<file path="config.mk">
export PLATFORM = sky130hd
export DESIGN_NAME = qdac_host_ctrl
export DESIGN_NICKNAME = d
export VERILOG_FILES = /design/src/rtl/qdac_pkg.sv /design/src/rtl/qdac_fmt.sv /design/src/rtl/qdac_shifter.sv /design/src/rtl/qdac_timer.sv /design/src/rtl/qdac_seq.sv /design/src/rtl/qdac_host_ctrl.sv
export SDC_FILE = /design/constraint.sdc
export NUM_CORES = 1
export LEC_CHECK = 0
export ABC_AREA = 1
export ABC_CLOCK_PERIOD_IN_PS = 1200
export BUFFER_PORTS_ARGS = -buffer_cell sky130_fd_sc_hd__buf_4
export CAP_MARGIN = 0
export CORE_UTILIZATION = 51
export CTS_CLUSTER_SIZE = 25
export DETAILED_ROUTE_END_ITERATION = 10
export GPL_TIMING_DRIVEN = 0
export MAX_ROUTING_LAYER = met4
export PLACE_DENSITY = 0.81
export SYNTH_ARGS = -nofsm -noshare
export SYNTH_HDL_FRONTEND = slang
export SYNTH_SLANG_ARGS = --single-unit
</file>
<file path="constraint.sdc">
create_clock -name clk -period 1.2 [get_ports clk]
set_clock_uncertainty 0.2 [all_clocks]
set_input_delay 0.06 -clock clk [delete_from_list [all_inputs] [get_ports clk]]
set_output_delay 0.06 -clock clk [all_outputs]
set_load 0.01 [all_outputs]
</file>
<file path="src/rtl/qdac_pkg.sv">
package qdac_pkg;

  typedef enum logic [2:0] {
    ST_IDLE,
    ST_LOW,
    ST_HIGH,
    ST_LDREG,
    ST_LDDACS,
    ST_SEL,
    ST_RST,
    ST_REC
  } qdac_state_e;

  // nanoseconds to whole cycles, rounded up, never below one
  function automatic int cyc_of(input int ns, input int period_ns);
    int c;
    c = (ns + period_ns - 1) / period_ns;
    return (c < 1) ? 1 : c;
  endfunction

  function automatic int imax(input int a, input int b);
    return (a > b) ? a : b;
  endfunction

endpackage

</file>
<file path="src/rtl/qdac_fmt.sv">
module qdac_fmt #(
  parameter int ADDR_W = 2,
  parameter int PAD_W  = 2,
  parameter int CODE_W = 12,
  localparam int WORD_W = ADDR_W + PAD_W + CODE_W
) (
  input  logic [ADDR_W-1:0] chan,
  input  logic [CODE_W-1:0] code,
  output logic [WORD_W-1:0] word
);

  // channel first, zero pad, then the code, MSB first on the wire
  assign word = {chan, {PAD_W{1'b0}}, code};

endmodule

</file>
<file path="src/rtl/qdac_shifter.sv">
module qdac_shifter #(
  parameter int WORD_W = 16
) (
  input  logic              clk,
  input  logic              rst_n,
  input  logic              load,
  input  logic [WORD_W-1:0] din,
  input  logic              shift,
  output logic              msb
);

  logic [WORD_W-1:0] sr_q;
  logic [WORD_W-1:0] sr_d;
  logic              sr_en;

  assign sr_en = load | shift;

  always_comb begin
    if (load) sr_d = din;
    else      sr_d = {sr_q[WORD_W-2:0], 1'b0};
  end

  always_ff @(posedge clk or negedge rst_n) begin
    if (!rst_n)     sr_q <= '0;
    else if (sr_en) sr_q <= sr_d;
  end

  assign msb = sr_q[WORD_W-1];

endmodule

</file>
<file path="src/rtl/qdac_timer.sv">
module qdac_timer #(
  parameter int CNT_W = 4
) (
  input  logic             clk,
  input  logic             rst_n,
  input  logic             load,
  input  logic [CNT_W-1:0] val,
  output logic             zero
);

  logic [CNT_W-1:0] cnt_q;
  logic [CNT_W-1:0] cnt_d;
  logic             cnt_en;

  assign zero   = (cnt_q == '0);
  assign cnt_en = load | ~zero;

  always_comb begin
    if (load) cnt_d = val;
    else      cnt_d = cnt_q - 1'b1;
  end

  always_ff @(posedge clk or negedge rst_n) begin
    if (!rst_n)      cnt_q <= '0;
    else if (cnt_en) cnt_q <= cnt_d;
  end

endmodule

</file>
<file path="src/rtl/qdac_seq.sv">
module qdac_seq
  import qdac_pkg::*;
#(
  parameter int WORD_W  = 16,
  parameter int CNT_W   = 4,
  parameter int LOW0_C  = 3,
  parameter int LOW_C   = 3,
  parameter int HIGH_C  = 2,
  parameter int HIGHL_C = 2,
  parameter int LDRW_C  = 3,
  parameter int LDDW_C  = 3,
  parameter int RSSH_C  = 2,
  parameter int RSTW_C  = 4,
  parameter int REC_C   = 3,
  localparam int BIT_W  = $clog2(WORD_W)
) (
  input  logic             clk,
  input  logic             rst_n,
  input  logic             req_valid,
  input  logic             req_update,
  input  logic             cmd_valid,
  input  logic             cmd_mid,
  input  logic             tmr_zero,
  output logic             tmr_load,
  output logic [CNT_W-1:0] tmr_val,
  output logic             sh_load,
  output logic             sh_shift,
  output logic             ready,
  output logic             cs_n,
  output logic             sclk,
  output logic             ldreg_n,
  output logic             lddacs_n,
  output logic             rst_out_n,
  output logic             rstsel
);

  localparam logic [CNT_W-1:0] V_LOW0  = CNT_W'(LOW0_C - 1);
  localparam logic [CNT_W-1:0] V_LOW   = CNT_W'(LOW_C - 1);
  localparam logic [CNT_W-1:0] V_HIGH  = CNT_W'(HIGH_C - 1);
  localparam logic [CNT_W-1:0] V_HIGHL = CNT_W'(HIGHL_C - 1);
  localparam logic [CNT_W-1:0] V_LDRW  = CNT_W'(LDRW_C - 1);
  localparam logic [CNT_W-1:0] V_LDDW  = CNT_W'(LDDW_C - 1);
  localparam logic [CNT_W-1:0] V_RSSH  = CNT_W'(RSSH_C - 1);
  localparam logic [CNT_W-1:0] V_RSTW  = CNT_W'(RSTW_C - 1);
  localparam logic [CNT_W-1:0] V_REC   = CNT_W'(REC_C - 1);
  localparam logic [BIT_W-1:0] LAST_BIT = BIT_W'(WORD_W - 1);

  qdac_state_e      state_q, state_d;
  logic [BIT_W-1:0] bit_q, bit_d;
  logic             upd_q, upd_d;
  logic             ready_q, ready_d;
  logic             cs_q, cs_d;
  logic             sclk_q, sclk_d;
  logic             ldreg_q, ldreg_d;
  logic             lddacs_q, lddacs_d;
  logic             rst_q, rst_d;
  logic             sel_q, sel_d;

  always_comb begin
    state_d  = state_q;
    bit_d    = bit_q;
    upd_d    = upd_q;
    ready_d  = ready_q;
    cs_d     = cs_q;
    sclk_d   = sclk_q;
    ldreg_d  = ldreg_q;
    lddacs_d = lddacs_q;
    rst_d    = rst_q;
    sel_d    = sel_q;
    tmr_load = 1'b0;
    tmr_val  = '0;
    sh_load  = 1'b0;
    sh_shift = 1'b0;

    case (state_q)
      ST_IDLE: begin
        ready_d = 1'b1;
        if (ready_q && cmd_valid) begin
          ready_d  = 1'b0;
          sel_d    = cmd_mid;
          tmr_load = 1'b1;
          tmr_val  = V_RSSH;
          state_d  = ST_SEL;
        end else if (ready_q && req_valid) begin
          ready_d  = 1'b0;
          sh_load  = 1'b1;
          upd_d    = req_update;
          cs_d     = 1'b0;
          sclk_d   = 1'b0;
          bit_d    = '0;
          tmr_load = 1'b1;
          tmr_val  = V_LOW0;
          state_d  = ST_LOW;
        end
      end

      ST_LOW: begin
        if (tmr_zero) begin
          sclk_d   = 1'b1;
          tmr_load = 1'b1;
          tmr_val  = (bit_q == LAST_BIT) ? V_HIGHL : V_HIGH;
          state_d  = ST_HIGH;
        end
      end

      ST_HIGH: begin
        if (tmr_zero) begin
          tmr_load = 1'b1;
          if (bit_q == LAST_BIT) begin
            cs_d    = 1'b1;
            ldreg_d = 1'b0;
            tmr_val = V_LDRW;
            state_d = ST_LDREG;
          end else begin
            sclk_d   = 1'b0;
            sh_shift = 1'b1;
            bit_d    = bit_q + 1'b1;
            tmr_val  = V_LOW;
            state_d  = ST_LOW;
          end
        end
      end

      ST_LDREG: begin
        if (tmr_zero) begin
          ldreg_d  = 1'b1;
          tmr_load = 1'b1;
          if (upd_q) begin
            lddacs_d = 1'b0;
            tmr_val  = V_LDDW;
            state_d  = ST_LDDACS;
          end else begin
            tmr_val  = V_REC;
            state_d  = ST_REC;
          end
        end
      end

      ST_LDDACS: begin
        if (tmr_zero) begin
          lddacs_d = 1'b1;
          tmr_load = 1'b1;
          tmr_val  = V_REC;
          state_d  = ST_REC;
        end
      end

      ST_SEL: begin
        if (tmr_zero) begin
          rst_d    = 1'b0;
          tmr_load = 1'b1;
          tmr_val  = V_RSTW;
          state_d  = ST_RST;
        end
      end

      ST_RST: begin
        if (tmr_zero) begin
          rst_d    = 1'b1;
          tmr_load = 1'b1;
          tmr_val  = V_REC;
          state_d  = ST_REC;
        end
      end

      ST_REC: begin
        if (tmr_zero) begin
          ready_d = 1'b1;
          state_d = ST_IDLE;
        end
      end

      default: state_d = ST_IDLE;
    endcase
  end

  always_ff @(posedge clk or negedge rst_n) begin
    if (!rst_n) begin
      state_q  <= ST_IDLE;
      bit_q    <= '0;
      upd_q    <= 1'b0;
      ready_q  <= 1'b0;
      cs_q     <= 1'b1;
      sclk_q   <= 1'b1;
      ldreg_q  <= 1'b1;
      lddacs_q <= 1'b1;
      rst_q    <= 1'b1;
      sel_q    <= 1'b0;
    end else begin
      state_q  <= state_d;
      bit_q    <= bit_d;
      upd_q    <= upd_d;
      ready_q  <= ready_d;
      cs_q     <= cs_d;
      sclk_q   <= sclk_d;
      ldreg_q  <= ldreg_d;
      lddacs_q <= lddacs_d;
      rst_q    <= rst_d;
      sel_q    <= sel_d;
    end
  end

  assign ready     = ready_q;
  assign cs_n      = cs_q;
  assign sclk      = sclk_q;
  assign ldreg_n   = ldreg_q;
  assign lddacs_n  = lddacs_q;
  assign rst_out_n = rst_q;
  assign rstsel    = sel_q;

endmodule

</file>
<file path="src/rtl/qdac_host_ctrl.sv">
module qdac_host_ctrl
  import qdac_pkg::*;
#(
  parameter int CLK_PERIOD_NS = 20,
  parameter int N_CH          = 4,
  parameter int CODE_W        = 12,
  parameter int PAD_W         = 2,
  parameter int CSS_NS        = 55,
  parameter int CSH_NS        = 15,
  parameter int CLKH_NS       = 30,
  parameter int CLKL_NS       = 50,
  parameter int DSU_NS        = 25,
  parameter int DHD_NS        = 20,
  parameter int LDSU_NS       = 40,
  parameter int LDHD_NS       = 15,
  parameter int LDW_NS        = 45,
  parameter int UPDW_NS       = 45,
  parameter int SELSU_NS      = 25,
  parameter int RSTW_NS       = 70,
  parameter int REC_NS        = 45,
  localparam int ADDR_W       = $clog2(N_CH)
) (
  input  logic              clk,
  input  logic              rst_n,
  input  logic              req_valid,
  output logic              req_ready,
  input  logic [ADDR_W-1:0] req_chan,
  input  logic [CODE_W-1:0] req_code,
  input  logic              req_update,
  input  logic              rst_cmd_valid,
  input  logic              rst_cmd_mid,
  output logic              dac_cs_n,
  output logic              dac_sclk,
  output logic              dac_sdi,
  output logic              dac_ldreg_n,
  output logic              dac_lddacs_n,
  output logic              dac_rst_n,
  output logic              dac_rstsel
);

  localparam int P       = CLK_PERIOD_NS;
  localparam int WORD_W  = ADDR_W + PAD_W + CODE_W;
  localparam int LOW_C   = imax(cyc_of(CLKL_NS, P), cyc_of(DSU_NS, P));
  localparam int LOW0_C  = imax(LOW_C, cyc_of(CSS_NS, P));
  localparam int HIGH_C  = imax(cyc_of(CLKH_NS, P), cyc_of(DHD_NS, P));
  localparam int HIGHL_C = imax(HIGH_C, imax(cyc_of(CSH_NS, P), cyc_of(LDHD_NS, P)));
  localparam int LDRW_C  = cyc_of(LDW_NS, P);
  localparam int LDDW_C  = cyc_of(UPDW_NS, P);
  localparam int RSSH_C  = cyc_of(SELSU_NS, P);
  localparam int RSTW_C  = cyc_of(RSTW_NS, P);
  localparam int REC_C   = imax(cyc_of(REC_NS, P), cyc_of(LDSU_NS, P));
  localparam int MAX_C   = imax(imax(imax(LOW0_C, HIGHL_C), imax(LDRW_C, LDDW_C)),
                                imax(imax(RSSH_C, RSTW_C), REC_C));
  localparam int CNT_W   = imax(1, $clog2(MAX_C + 1));

  // reset synchronizer: asserts at once, releases on the clock
  logic [1:0] rst_sync_q;
  logic       rst_ns;

  always_ff @(posedge clk or negedge rst_n) begin
    if (!rst_n) rst_sync_q <= 2'b00;
    else        rst_sync_q <= {rst_sync_q[0], 1'b1};
  end
  assign rst_ns = rst_sync_q[1];

  logic [WORD_W-1:0] word;
  logic              tmr_load;
  logic [CNT_W-1:0]  tmr_val;
  logic              tmr_zero;
  logic              sh_load;
  logic              sh_shift;

  qdac_fmt #(
    .ADDR_W (ADDR_W),
    .PAD_W  (PAD_W),
    .CODE_W (CODE_W)
  ) u_fmt (
    .chan (req_chan),
    .code (req_code),
    .word (word)
  );

  qdac_shifter #(
    .WORD_W (WORD_W)
  ) u_shift (
    .clk   (clk),
    .rst_n (rst_ns),
    .load  (sh_load),
    .din   (word),
    .shift (sh_shift),
    .msb   (dac_sdi)
  );

  qdac_timer #(
    .CNT_W (CNT_W)
  ) u_tmr (
    .clk   (clk),
    .rst_n (rst_ns),
    .load  (tmr_load),
    .val   (tmr_val),
    .zero  (tmr_zero)
  );

  qdac_seq #(
    .WORD_W  (WORD_W),
    .CNT_W   (CNT_W),
    .LOW0_C  (LOW0_C),
    .LOW_C   (LOW_C),
    .HIGH_C  (HIGH_C),
    .HIGHL_C (HIGHL_C),
    .LDRW_C  (LDRW_C),
    .LDDW_C  (LDDW_C),
    .RSSH_C  (RSSH_C),
    .RSTW_C  (RSTW_C),
    .REC_C   (REC_C)
  ) u_seq (
    .clk        (clk),
    .rst_n      (rst_ns),
    .req_valid  (req_valid),
    .req_update (req_update),
    .cmd_valid  (rst_cmd_valid),
    .cmd_mid    (rst_cmd_mid),
    .tmr_zero   (tmr_zero),
    .tmr_load   (tmr_load),
    .tmr_val    (tmr_val),
    .sh_load    (sh_load),
    .sh_shift   (sh_shift),
    .ready      (req_ready),
    .cs_n       (dac_cs_n),
    .sclk       (dac_sclk),
    .ldreg_n    (dac_ldreg_n),
    .lddacs_n   (dac_lddacs_n),
    .rst_out_n  (dac_rst_n),
    .rstsel     (dac_rstsel)
  );

endmodule

</file>
==> run metrics <==
endpoint class of the critical path=flip-flop; area delta synth->final=66.07%; drt drc=0; starting density of the core=0.5474; slack of the critical path=-0.6524 ns; final instance area=roughly 3100 um2; post-layout util=0.9091; leakage=0.001510 uW; die width=~63 um; Hold/Removal Path Class=input port to flip-flop; Fmax=between 0.5 and 0.6 GHz; top cells by count, synth=100 x nand2_1, 31 x dfrtp_1, 20 x inv_1, 15 x nor2_1, 12 x nand3_1; I/O Buffers=27; period utilization=1.544; Vias/cell=6.108; P_int=2031 uW; hold endpoint=u_seq.rstsel; Avg Cell Area, Syn=roughly 8 um2; Max H-tree Level=2; Main synth FF type=dfrtp_1; Final Max Tran Viols=0; vias=between 2000 and 2500; worst reg2reg setup slack=-0.65 ns; Max VDD drop=roughly 0.95 mV; Std-Cell Rows=21; Synth top area share=0.4117; clk_lat worst skew=roughly 0.31 ns; io pins=28; vias in the first global route=1948; Ant. Diodes=0; Max clock buf depth=2; gpl congestion=roughly 0.86; initial antenna violation count=0; die height=62.79 um; ys async rst share=1.000; core area=3442 um2; First DRT Iteration DRCs=around 260; crit path DAT=between 1.5 and 2 ns; drt wl/cell=21.92 um; net load switching power=between 500 and 600 uW; hold wc startpoint=rst_cmd_valid; clock share of power=0.471; Clk pin slew, worst setup/hold paths=about 0.080 ns; combinational share of power=0.047; post-DP HPWL=2.958 mm; Power Dens Cells=roughly 820 nW/um2; Tot GR Track Use=0.3168; Final Hold Fails=0; Root Buffer=clkbuf_8; sequential element share of the synthesized area=0.4814; Final ANT Viol Nets=0; outcome=complete, but fails checks; Post-synth EDFFs=0; total gr overflow=0; count leader, synth=nand2_1; final hold slack=approximately 0.0029 ns; WL final=slightly above 8 mm; final setup violation count=39; cell count after synthesis=240; WHS Path Cells=5; synthesized cell area=approximately 1900 um2; Reg2Reg Capture Point=u_seq.bit_q[2]; # clock sinks=36; RSZ-0062 raised after global routing=true; synthesized flop and latch total=36; cell taking the most area after synthesis=dfrtp_1; die area=between 3000 and 4000 um2; first-pass GRT wire length=9.294 mm; syn nets=around 260; top cells by area, synth=dfrtp_1 41%, nand2_1 20%, dfstp_2 7.0%, inv_1 4.0%, nand3_1 3.2%; Critical R2R Launch=u_seq.ready; Setup CP Type=flip-flop to flip-flop; Period minus WS final=approximately 1.9 ns; Worst Path Max Fanout=6; FF-to-FF path depth=6; Placed Area=2216 um2; Critical Path Source Type=flip-flop; CTS tree=built; Unique masters post-synth=32; Sw Ratio=0.2117; yosys warns=0; largest net degree at the start of global routing=35; CP Data Required Time=approximately 1.2 ns; register share of total power=0.481; DR pass1 iterations=5; failing checks=setup timing; share of layout cells above drive strength 1=0.4784; max_cap viols=0; total CTS buffers=5; NumNets Final=346; FILL cells=125
==> sequential cells by signal (all words and copies together) (netlist names) <==
register	cells
u_shift.sr_q	16
u_seq.bit_q	4
u_seq.state_q	3
u_tmr.cnt_q	3
rst_sync_q	2
u_seq.cs_n	1
u_seq.lddacs_n	1
u_seq.ldreg_n	1
u_seq.ready	1
u_seq.rst_out_n	1
u_seq.rstsel	1
u_seq.sclk	1
u_seq.upd_q	1
==> final cells by class <==
type	instances	area [um2]	area share
multi-input cells	176	1151	0.3679
inverters	24	115.1	0.03679
repair buffers	76	716.9	0.2291
plain buffers	4	48.80	0.01559
well taps	46	57.56	0.01839
clock buffers	7	96.34	0.03079
clock inverters	1	30.03	0.009596
flip-flops and latches	36	913.4	0.2919
==> power groups by stage <==
stage	logic, uW	clock network, uW	registers [uW]
finish	122	1210	1240
global route	126	1250	1240
CTS	107	1160	1240
detailed placement	60.4	0	1260
global placement	59.2	0	1260
floorplan	9.35	0	1260
==> metal layers <==
layer	vias up	wire length [um]	track usage
met2	202	3798	0.5217
met4	0	595	0.1134
li1	930	-	-
met3	76	772	0.06204
met5	-	0	-
met1	1052	2944	0.3873
==> worst max-delay path: stages, from the launching register on <==
cell and delay (ns):
dfrtp_1 0.47, nand2_1 0.19, o21ai_2 0.32, nand2_1 0.16, nor2_4 0.22, nand2_1 0.11
nand2_1 0.11
==> placed cells by master, fill, tap and decap left out, drive strengths merged, types with 2 or more instances in the layout <==
cell,count
a21oi,6
a22oi,7
buf,61
clkbuf,8
dfrtp,31
dfstp,5
dlygate4sd3,18
ha,3
inv,23
nand2,101
nand3,15
nor2,21
nor3,2
o21ai,11
o31ai,2
==> per-stage QoR <==
step / cells / setup slack [ns] / total power [uW] / TNS, ns
after detailed placement: 313 / -0.6340 / 1323 / -17.56
after floorplan: 240 / -0.4128 / 1266 / -10.86
after global placement: 313 / -0.5768 / 1322 / -16.31
final: 370 / -0.6524 / 2576 / -17.87
after CTS: 357 / -0.4647 / 2507 / -13.53
after global routing: 370 / -0.7080 / 2617 / -19.03
==> worst max-delay path by stage <==
| stage | end | start | slack, ns | cells after the start |
|---|---|---|---|---|
| after global routing | u_seq.bit_q[2] | u_seq.bit_q[1] | -0.71 | 8 |
| after floorplan | u_shift.sr_q[11] | u_tmr.cnt_q[0] | -0.41 | 10 |
| final | u_seq.bit_q[2] | u_seq.ready | -0.65 | 6 |
| after CTS | u_shift.sr_q[9] | u_tmr.cnt_q[0] | -0.46 | 11 |
| after global placement | u_shift.sr_q[11] | u_tmr.cnt_q[0] | -0.58 | 9 |
| after detailed placement | u_shift.sr_q[4] | u_tmr.cnt_q[0] | -0.63 | 9 |
==> cell families after synthesis <==
logic type               share of synthesized area
AO/OA/AOI/OAI                              0.09296
XOR/XNOR                                  0.009298
adder cells (fa/ha/maj)                    0.01992
buffers and inverters                      0.06773
flip-flops                                  0.4814
other                                     0.001990
AND/OR/NAND/NOR                             0.3267
==> what timing repair did <==
item,CTS,global route
setup endpoints to repair,35,41
buffers inserted,16,12
hold buffers,18,0
endpoints found under the hold margin,18,0
pin swaps,9,13
gates cloned,2,1
gates resized for setup,27,63
Note: power is estimated with default switching activity, not from simulation.
